--- config.mk ---
export PLATFORM = sky130hd
export DESIGN_NAME = spi_cmd_engine
export DESIGN_NICKNAME = d
export VERILOG_FILES = /design/src/rtl/spi_cmd_pkg.sv /design/src/rtl/spi_cmd_regs.sv /design/src/rtl/spi_cmd_clkdiv.sv /design/src/rtl/spi_cmd_seq.sv /design/src/rtl/spi_cmd_engine.sv
export SDC_FILE = /design/constraint.sdc
export NUM_CORES = 1
export LEC_CHECK = 0
export CORE_ASPECT_RATIO = 1.25
export CORE_MARGIN = 3
export CORE_UTILIZATION = 64
export CTS_CLUSTER_SIZE = 16
export DETAILED_ROUTE_END_ITERATION = 8
export DONT_BUFFER_PORTS = 1
export HOLD_SLACK_MARGIN = 0.08
export PLACE_DENSITY = 0.82
export RECOVER_POWER = 100
export SLEW_MARGIN = 10
export SYNTH_ARGS = -nofsm -noshare
export SYNTH_HDL_FRONTEND = slang
export SYNTH_HIERARCHICAL = 1
export SYNTH_SLANG_ARGS = --single-unit
--- constraint.sdc ---
create_clock -name clk -period 3.8 [get_ports clk]
set_input_delay 0.76 -clock clk [delete_from_list [all_inputs] [get_ports clk]]
set_output_delay 0.76 -clock clk [all_outputs]
set_load 0.005 [all_outputs]
--- src/rtl/spi_cmd_pkg.sv ---
package spi_cmd_pkg;

    typedef enum logic [1:0] {
        ST_IDLE,
        ST_SETUP,
        ST_SHIFT,
        ST_DONE
    } seq_state_t;

    localparam logic [2:0] START_PREFIX = 3'b010;

    typedef struct packed {
        logic [7:0] opcode;    // offset 1
        logic [7:0] addr_lo;   // offset 2, sent last of the address bytes
        logic [7:0] addr_mid;  // offset 3
        logic [7:0] addr_hi;   // offset 4, sent first of the address bytes
        logic [7:0] data;      // offset 7
    } tx_regs_t;

    function automatic logic [2:0] wire_len(input logic [1:0] code);
        logic [2:0] n;
        unique case (code)
            2'd0: n = 3'd1;
            2'd1: n = 3'd2;
            2'd2: n = 3'd4;
            default: n = 3'd5;
        endcase
        return n;
    endfunction

    function automatic logic [7:0] tx_pick(input logic [1:0] code,
                                           input logic [2:0] idx,
                                           input tx_regs_t r);
        logic [7:0] b;
        b = 8'h00;
        if (idx == 3'd0) begin
            b = r.opcode;
        end else if (code == 2'd1) begin
            b = r.data;
        end else if (code[1]) begin
            unique case (idx)
                3'd1: b = r.addr_hi;
                3'd2: b = r.addr_mid;
                3'd3: b = r.addr_lo;
                default: b = r.data;
            endcase
        end
        return b;
    endfunction

endpackage

--- src/rtl/spi_cmd_regs.sv ---
module spi_cmd_regs
    import spi_cmd_pkg::*;
#(
    parameter int NUM_OFFSETS = 8
) (
    input  logic       clk,
    input  logic       rst_n,
    input  logic       host_we,
    input  logic [2:0] host_addr,
    input  logic [7:0] host_wdata,
    input  logic       rx_we,
    input  logic [1:0] rx_slot,
    input  logic [7:0] rx_data,
    input  logic [2:0] rd_addr,
    input  logic       busy,
    output logic [7:0] rd_data,
    output tx_regs_t   tx_regs
);

    localparam int RX_BASE = 5;

    logic [7:0] regv [NUM_OFFSETS];

    assign regv[0] = 8'h00;

    for (genvar g = 1; g < NUM_OFFSETS; g++) begin : g_reg
        localparam bit HOST_W = (g <= 4) || (g == 7);
        localparam bit RX_W   = (g >= RX_BASE);
        logic rx_hit;
        logic host_hit;

        assign rx_hit   = RX_W && rx_we && (({1'b0, rx_slot} + 3'(RX_BASE)) == 3'(g));
        assign host_hit = HOST_W && host_we && (host_addr == 3'(g));

        always_ff @(posedge clk or negedge rst_n) begin
            if (!rst_n) begin
                regv[g] <= 8'h00;
            end else if (rx_hit) begin
                regv[g] <= rx_data;
            end else if (host_hit) begin
                regv[g] <= host_wdata;
            end
        end
    end

    always_comb begin
        if (rd_addr == 3'd0) begin
            rd_data = {busy, 7'b0};
        end else begin
            rd_data = regv[rd_addr];
        end
    end

    assign tx_regs.opcode   = regv[1];
    assign tx_regs.addr_lo  = regv[2];
    assign tx_regs.addr_mid = regv[3];
    assign tx_regs.addr_hi  = regv[4];
    assign tx_regs.data     = regv[7];

endmodule

--- src/rtl/spi_cmd_clkdiv.sv ---
module spi_cmd_clkdiv #(
    parameter int HALF_FAST = 1,
    parameter int HALF_SLOW = 2
) (
    input  logic clk,
    input  logic rst_n,
    input  logic en,
    input  logic fast,
    output logic tick
);

    localparam int HALF_MAX = (HALF_FAST > HALF_SLOW) ? HALF_FAST : HALF_SLOW;
    localparam int CW       = $clog2(HALF_MAX) + 1;

    logic [CW-1:0] cnt;
    logic [CW-1:0] limit;

    assign limit = fast ? CW'(HALF_FAST - 1) : CW'(HALF_SLOW - 1);
    assign tick  = en && (cnt == limit);

    always_ff @(posedge clk or negedge rst_n) begin
        if (!rst_n) begin
            cnt <= '0;
        end else if (!en || tick) begin
            cnt <= '0;
        end else begin
            cnt <= cnt + 1'b1;
        end
    end

endmodule

--- src/rtl/spi_cmd_seq.sv ---
module spi_cmd_seq
    import spi_cmd_pkg::*;
(
    input  logic       clk,
    input  logic       rst_n,
    input  logic       start,
    input  logic [4:0] ctrl,
    input  tx_regs_t   tx_regs,
    input  logic       tick,
    input  logic       miso,
    output logic       busy,
    output logic       clk_en,
    output logic       fast,
    output logic       sck,
    output logic       cs_n,
    output logic       mosi,
    output logic       rx_we,
    output logic [1:0] rx_slot,
    output logic [7:0] rx_data
);

    seq_state_t state, state_nx;

    logic       fast_q;
    logic [1:0] wcode_q;
    logic [1:0] rcnt_q;
    logic [3:0] byte_idx;
    logic [2:0] bit_idx;
    logic [7:0] shreg;
    logic [7:0] rxsh;
    logic       sck_q;

    logic [2:0] wlen;
    logic [3:0] total;
    logic       rise_edge;
    logic       fall_edge;
    logic       byte_end;
    logic       last_byte;
    logic       in_read;
    logic [3:0] next_idx;
    logic [7:0] next_byte;

    assign wlen      = wire_len(wcode_q);
    assign total     = {1'b0, wlen} + {2'b0, rcnt_q};
    assign rise_edge = (state == ST_SHIFT) && tick && !sck_q;
    assign fall_edge = (state == ST_SHIFT) && tick && sck_q;
    assign byte_end  = fall_edge && (bit_idx == 3'd7);
    assign last_byte = (byte_idx == total - 4'd1);
    assign in_read   = (byte_idx >= {1'b0, wlen});
    assign next_idx  = byte_idx + 4'd1;
    assign next_byte = (next_idx < {1'b0, wlen}) ? tx_pick(wcode_q, next_idx[2:0], tx_regs) : 8'h00;

    // state register
    always_ff @(posedge clk or negedge rst_n) begin
        if (!rst_n) begin
            state <= ST_IDLE;
        end else begin
            state <= state_nx;
        end
    end

    // transitions
    always_comb begin
        state_nx = state;
        unique case (state)
            ST_IDLE:  if (start) state_nx = ST_SETUP;
            ST_SETUP: if (tick) state_nx = ST_SHIFT;
            ST_SHIFT: if (byte_end && last_byte) state_nx = ST_DONE;
            ST_DONE:  state_nx = ST_IDLE;
            default:  state_nx = ST_IDLE;
        endcase
    end

    // datapath
    always_ff @(posedge clk or negedge rst_n) begin
        if (!rst_n) begin
            fast_q   <= 1'b0;
            wcode_q  <= 2'd0;
            rcnt_q   <= 2'd0;
            byte_idx <= 4'd0;
            bit_idx  <= 3'd0;
            shreg    <= 8'h00;
            rxsh     <= 8'h00;
            sck_q    <= 1'b0;
        end else begin
            if (state == ST_IDLE && start) begin
                fast_q   <= ctrl[4];
                rcnt_q   <= ctrl[3:2];
                wcode_q  <= ctrl[1:0];
                byte_idx <= 4'd0;
                bit_idx  <= 3'd0;
                shreg    <= tx_regs.opcode;
                sck_q    <= 1'b0;
            end
            if (rise_edge) begin
                sck_q <= 1'b1;
                rxsh  <= {rxsh[6:0], miso};
            end
            if (fall_edge) begin
                sck_q <= 1'b0;
                if (bit_idx == 3'd7) begin
                    bit_idx <= 3'd0;
                    if (!last_byte) begin
                        byte_idx <= next_idx;
                        shreg    <= next_byte;
                    end
                end else begin
                    bit_idx <= bit_idx + 3'd1;
                    shreg   <= {shreg[6:0], 1'b0};
                end
            end
        end
    end

    // outputs
    always_comb begin
        busy    = (state != ST_IDLE);
        cs_n    = !((state == ST_SETUP) || (state == ST_SHIFT));
        clk_en  = (state == ST_SETUP) || (state == ST_SHIFT);
        fast    = fast_q;
        sck     = sck_q;
        mosi    = shreg[7];
        rx_we   = byte_end && in_read;
        rx_slot = 2'(byte_idx - {1'b0, wlen});
        rx_data = rxsh;
    end

endmodule

--- src/rtl/spi_cmd_engine.sv ---
module spi_cmd_engine
    import spi_cmd_pkg::*;
#(
    parameter int HALF_FAST = 1,
    parameter int HALF_SLOW = 2
) (
    input  logic       clk,
    input  logic       rst_n,
    input  logic       wr_en,
    input  logic [2:0] wr_addr,
    input  logic [7:0] wr_data,
    input  logic [2:0] rd_addr,
    output logic [7:0] rd_data,
    output logic       busy,
    output logic       spi_sck,
    output logic       spi_cs_n,
    output logic       spi_mosi,
    input  logic       spi_miso
);

    logic       host_ok;
    logic       start;
    logic       rx_we;
    logic [1:0] rx_slot;
    logic [7:0] rx_data;
    logic       clk_en;
    logic       fast;
    logic       tick;
    tx_regs_t   tx_regs;

    assign host_ok = wr_en && !busy;
    assign start   = host_ok && (wr_addr == 3'd0) && (wr_data[7:5] == START_PREFIX);

    spi_cmd_regs u_regs (
        .clk        (clk),
        .rst_n      (rst_n),
        .host_we    (host_ok),
        .host_addr  (wr_addr),
        .host_wdata (wr_data),
        .rx_we      (rx_we),
        .rx_slot    (rx_slot),
        .rx_data    (rx_data),
        .rd_addr    (rd_addr),
        .busy       (busy),
        .rd_data    (rd_data),
        .tx_regs    (tx_regs)
    );

    spi_cmd_clkdiv #(
        .HALF_FAST (HALF_FAST),
        .HALF_SLOW (HALF_SLOW)
    ) u_div (
        .clk   (clk),
        .rst_n (rst_n),
        .en    (clk_en),
        .fast  (fast),
        .tick  (tick)
    );

    spi_cmd_seq u_seq (
        .clk     (clk),
        .rst_n   (rst_n),
        .start   (start),
        .ctrl    (wr_data[4:0]),
        .tx_regs (tx_regs),
        .tick    (tick),
        .miso    (spi_miso),
        .busy    (busy),
        .clk_en  (clk_en),
        .fast    (fast),
        .sck     (spi_sck),
        .cs_n    (spi_cs_n),
        .mosi    (spi_mosi),
        .rx_we   (rx_we),
        .rx_slot (rx_slot),
        .rx_data (rx_data)
    );

endmodule

==> reports/metrics.cfg <==
[run]
drv_cap = 1

[timing]
finalSetupTns_ns = 0
worst_pin_slew_ns = 2.26
period_minus_slack_ns = 3.43
rsz0062_at_grt = no
finalCritPeriodShare_pct = 90.3
timing.fmax_mhz = 291
max_slew_margin_pct = -50.8
hold_violations = 0
setup_violations = 0
drv_slew = 42
fin_skew_ns = 0.00992

[cts]
cts_resized = 0
cts_root_buf = clkbuf_8
cts_tree = done
cts.sinks = 89
clock_latency_ns = 0.36
cts_buffers = 9
clockBufferDepth = 2
cts_setup_buffers = 0
cts_hold_buffers = 3
cts_max_level = 3
clk_pin_slew_ns = 0.09

[yosys]
ys_seq_area_share_pct = 40.9
synth_edf_count = 0
ys_top_cells_by_area = dfrtp_1 (41%), mux2_2 (13%), buf_4 (6.1%)
ys_top_cells_by_count = dfrtp_1 (89), mux2_2 (63), buf_4 (44)
yosysMostFrequentCell = dfrtp_1
netlist_area_mm2 = 0.00545
post-synth-top-area-cell = dfrtp_1
syn_nets = 521
synth_top_cell_area_share_pct = 40.9
async_reset_ff_share_pct = 100
syn_inst = 478
synth_cell_types = 66
synthFlopType = dfrtp_1
synth_warnings = 6
avgSynthCellArea_um2 = 11.4
ys_seq_elements = 89

[detailed_routing]
vias = 3507
drt_wl_total_mm = 11.4
wire_per_inst_um = 21.3
drt_iter0_markers = 208
via_per_inst = 6.54
maxUsedRoutingLayer = met4
drc = 0
wl_met1_mm = 4.72
met2_length_mm = 5.84
dr_wl_met3_um = 557
first_pass_iters = 5
ant_nets = 0

[final_layout]
ff_latch_area_mm2 = 0.00223
fillCellCount = 640
syn_to_final_growth_pct = -2.00
final_area_mm2 = 0.00534
multi_input_area_mm2 = 0.00269
drive_gt1_share_pct = 21.4
nets = 478
n_antenna_cell = 0

[floorplan]
start_util_pct = 66.1
dieArea_mm2 = 0.00967
die_h_um = 109
core_area_mm2 = 0.00824
pin_count = 30
num_rows = 37
fp.dieW_um = 88.5

[setup_path]
ff2ff_setup_slack_ns = 0.37
start_kind = register
crit_arrival_ns = 3.68
cpMostUsedCell = inv_1
path_cells = inv_1 -> ha_1 -> inv_1 -> ha_1 -> inv_1 -> ha_1 -> inv_1 -> fa_1 -> xnor2_1 -> nor3_2 -> and2_1 -> nor2_2 -> mux2_1
setup.worst_path.end_class = register
cpMaxStageDelayCell = dfrtp_1
worstPathMaxFanout = 8
critPathKind = register to register
slowest_delay_ns = 0.44
worst_ep_required_time_ns = 4.05

[global_route]
grt_remaining_overflow = 0
grt_max_degree = 42
grtUsageTotal_pct = 25.9
grt_antenna_before_repair = 0
first_global_vias = 3744
grt_pass1_wl_mm = 18.9

[place]
post-dp-hpwl_mm = 8.05
place.gp.congestion = 0.926
portBuffers = 0
placed_area_mm2 = 0.00518

[min_path]
hold_path.class = register to register

[run_status]
violations = capacitance limit, slew limit
status = complete, but fails checks

[power]
leakage_nw = 2.48
ir_drop_uv = 459
finalPower_mw = 3.03
p_per_area_mw_per_mm2 = 567

[final timing paths]
kind / from / cells after the start / end
min in group asynchronous: rst_n / 1 / u_seq/state[0]
max in group asynchronous: rst_n / 1 / u_regs/tx_regs[11]
hold / removal: u_div/cnt[0] / 1 / u_div/cnt[0]
setup / recovery: u_seq/wcode_q[1] / 13 / u_seq/byte_idx[3]
hold reg to reg: u_div/cnt[0] / 1 / u_div/cnt[0]
setup reg to reg: u_seq/wcode_q[1] / 13 / u_seq/byte_idx[3]
[layout make-up]
type / instances / share of cell area, %
inverter: 21 / 1.48
sequential: 89 / 41.7
clock inverter: 2 / 0.703
multi-input combinational: 308 / 50.4
tap: 97 / 2.27
clock buffer: 13 / 2.97
timing repair buffer: 6 / 0.492
[registers in the layout, summed over array words and instances, names as in the netlist]
signal and cells:
u_seq/bit_idx 3, u_seq/wcode_q 2, u_seq/rcnt_q 2, u_seq/rx_data 8, u_seq/byte_idx 4, u_regs/regv 16, u_seq/sck 1, u_seq/fast 1
u_seq/state 2, u_seq/shreg 8, u_div/cnt 2, u_regs/tx_regs 40
[worst max-delay path: cells and delay by family (launching register included)]
family | cells | cell delay (ns)
xor gates and xnor gates | 1 | 0.15
and+or+nand+nor | 3 | 0.72
DFF | 1 | 0.44
buffers and inverters | 4 | 0.44
muxes | 1 | 0.32
adders and majority gates | 4 | 1.25
[routing by layer]
layer | global-route usage (%) | up-vias
met4 | 10.3 | 0
met3 | 6.50 | 26
met1 | 31.4 | 1755
met2 | 44.1 | 118
li1 | - | 1608
met5 | 0 | -
[cell usage in the layout, fill, tap and decap left out, types with 8 or more instances in the layout]
master / Yosys / layout
a21oi_1: 16 / 16
a222oi_1: 8 / 8
a22oi_1: 8 / 8
clkbuf_8: 0 / 11
dfrtp_1: 89 / 89
ha_1: 23 / 23
inv_1: 19 / 20
mux2_1: 9 / 10
mux2_2: 63 / 63
mux2i_1: 17 / 17
nand2_1: 28 / 28
nor2_1: 22 / 22
nor3_1: 7 / 8
o21ai_0: 17 / 17
[cell families after synthesis]
group                    synth area share (%)
AO/OA/AOI/OAI                            9.85
adder cells (fa/ha/maj)                  6.01
AND/OR/NAND/NOR                          10.3
multiplexers                             22.2
XOR/XNOR                                 1.63
flip-flops                               40.9
buffers and inverters                    9.11
[stage by stage]
step / setup WS (ns) / std cells / utilization, % / hold slack [ns]
floorplan: 0.742 / 478 / - / 0.462
global placement: 0.592 / 518 / 62.8 / 0.467
detailed placement: 0.453 / 518 / 62.8 / 0.468
CTS: 0.429 / 536 / 65.9 / 0.201
global route: 0.101 / 536 / 64.8 / 0.514
finish: 0.369 / 536 / 64.8 / 0.509
[report_power, final]
group | switching (mW) | internal (mW) | leakage, nW
Combinational | 0.406 | 0.458 | 1.24
Sequential | 0.280 | 1.23 | 1.15
Clock | 0.318 | 0.337 | 0.0957
Total | 1.00 | 2.02 | 2.48
No activity file was read; power rests on OpenSTA's default activity.
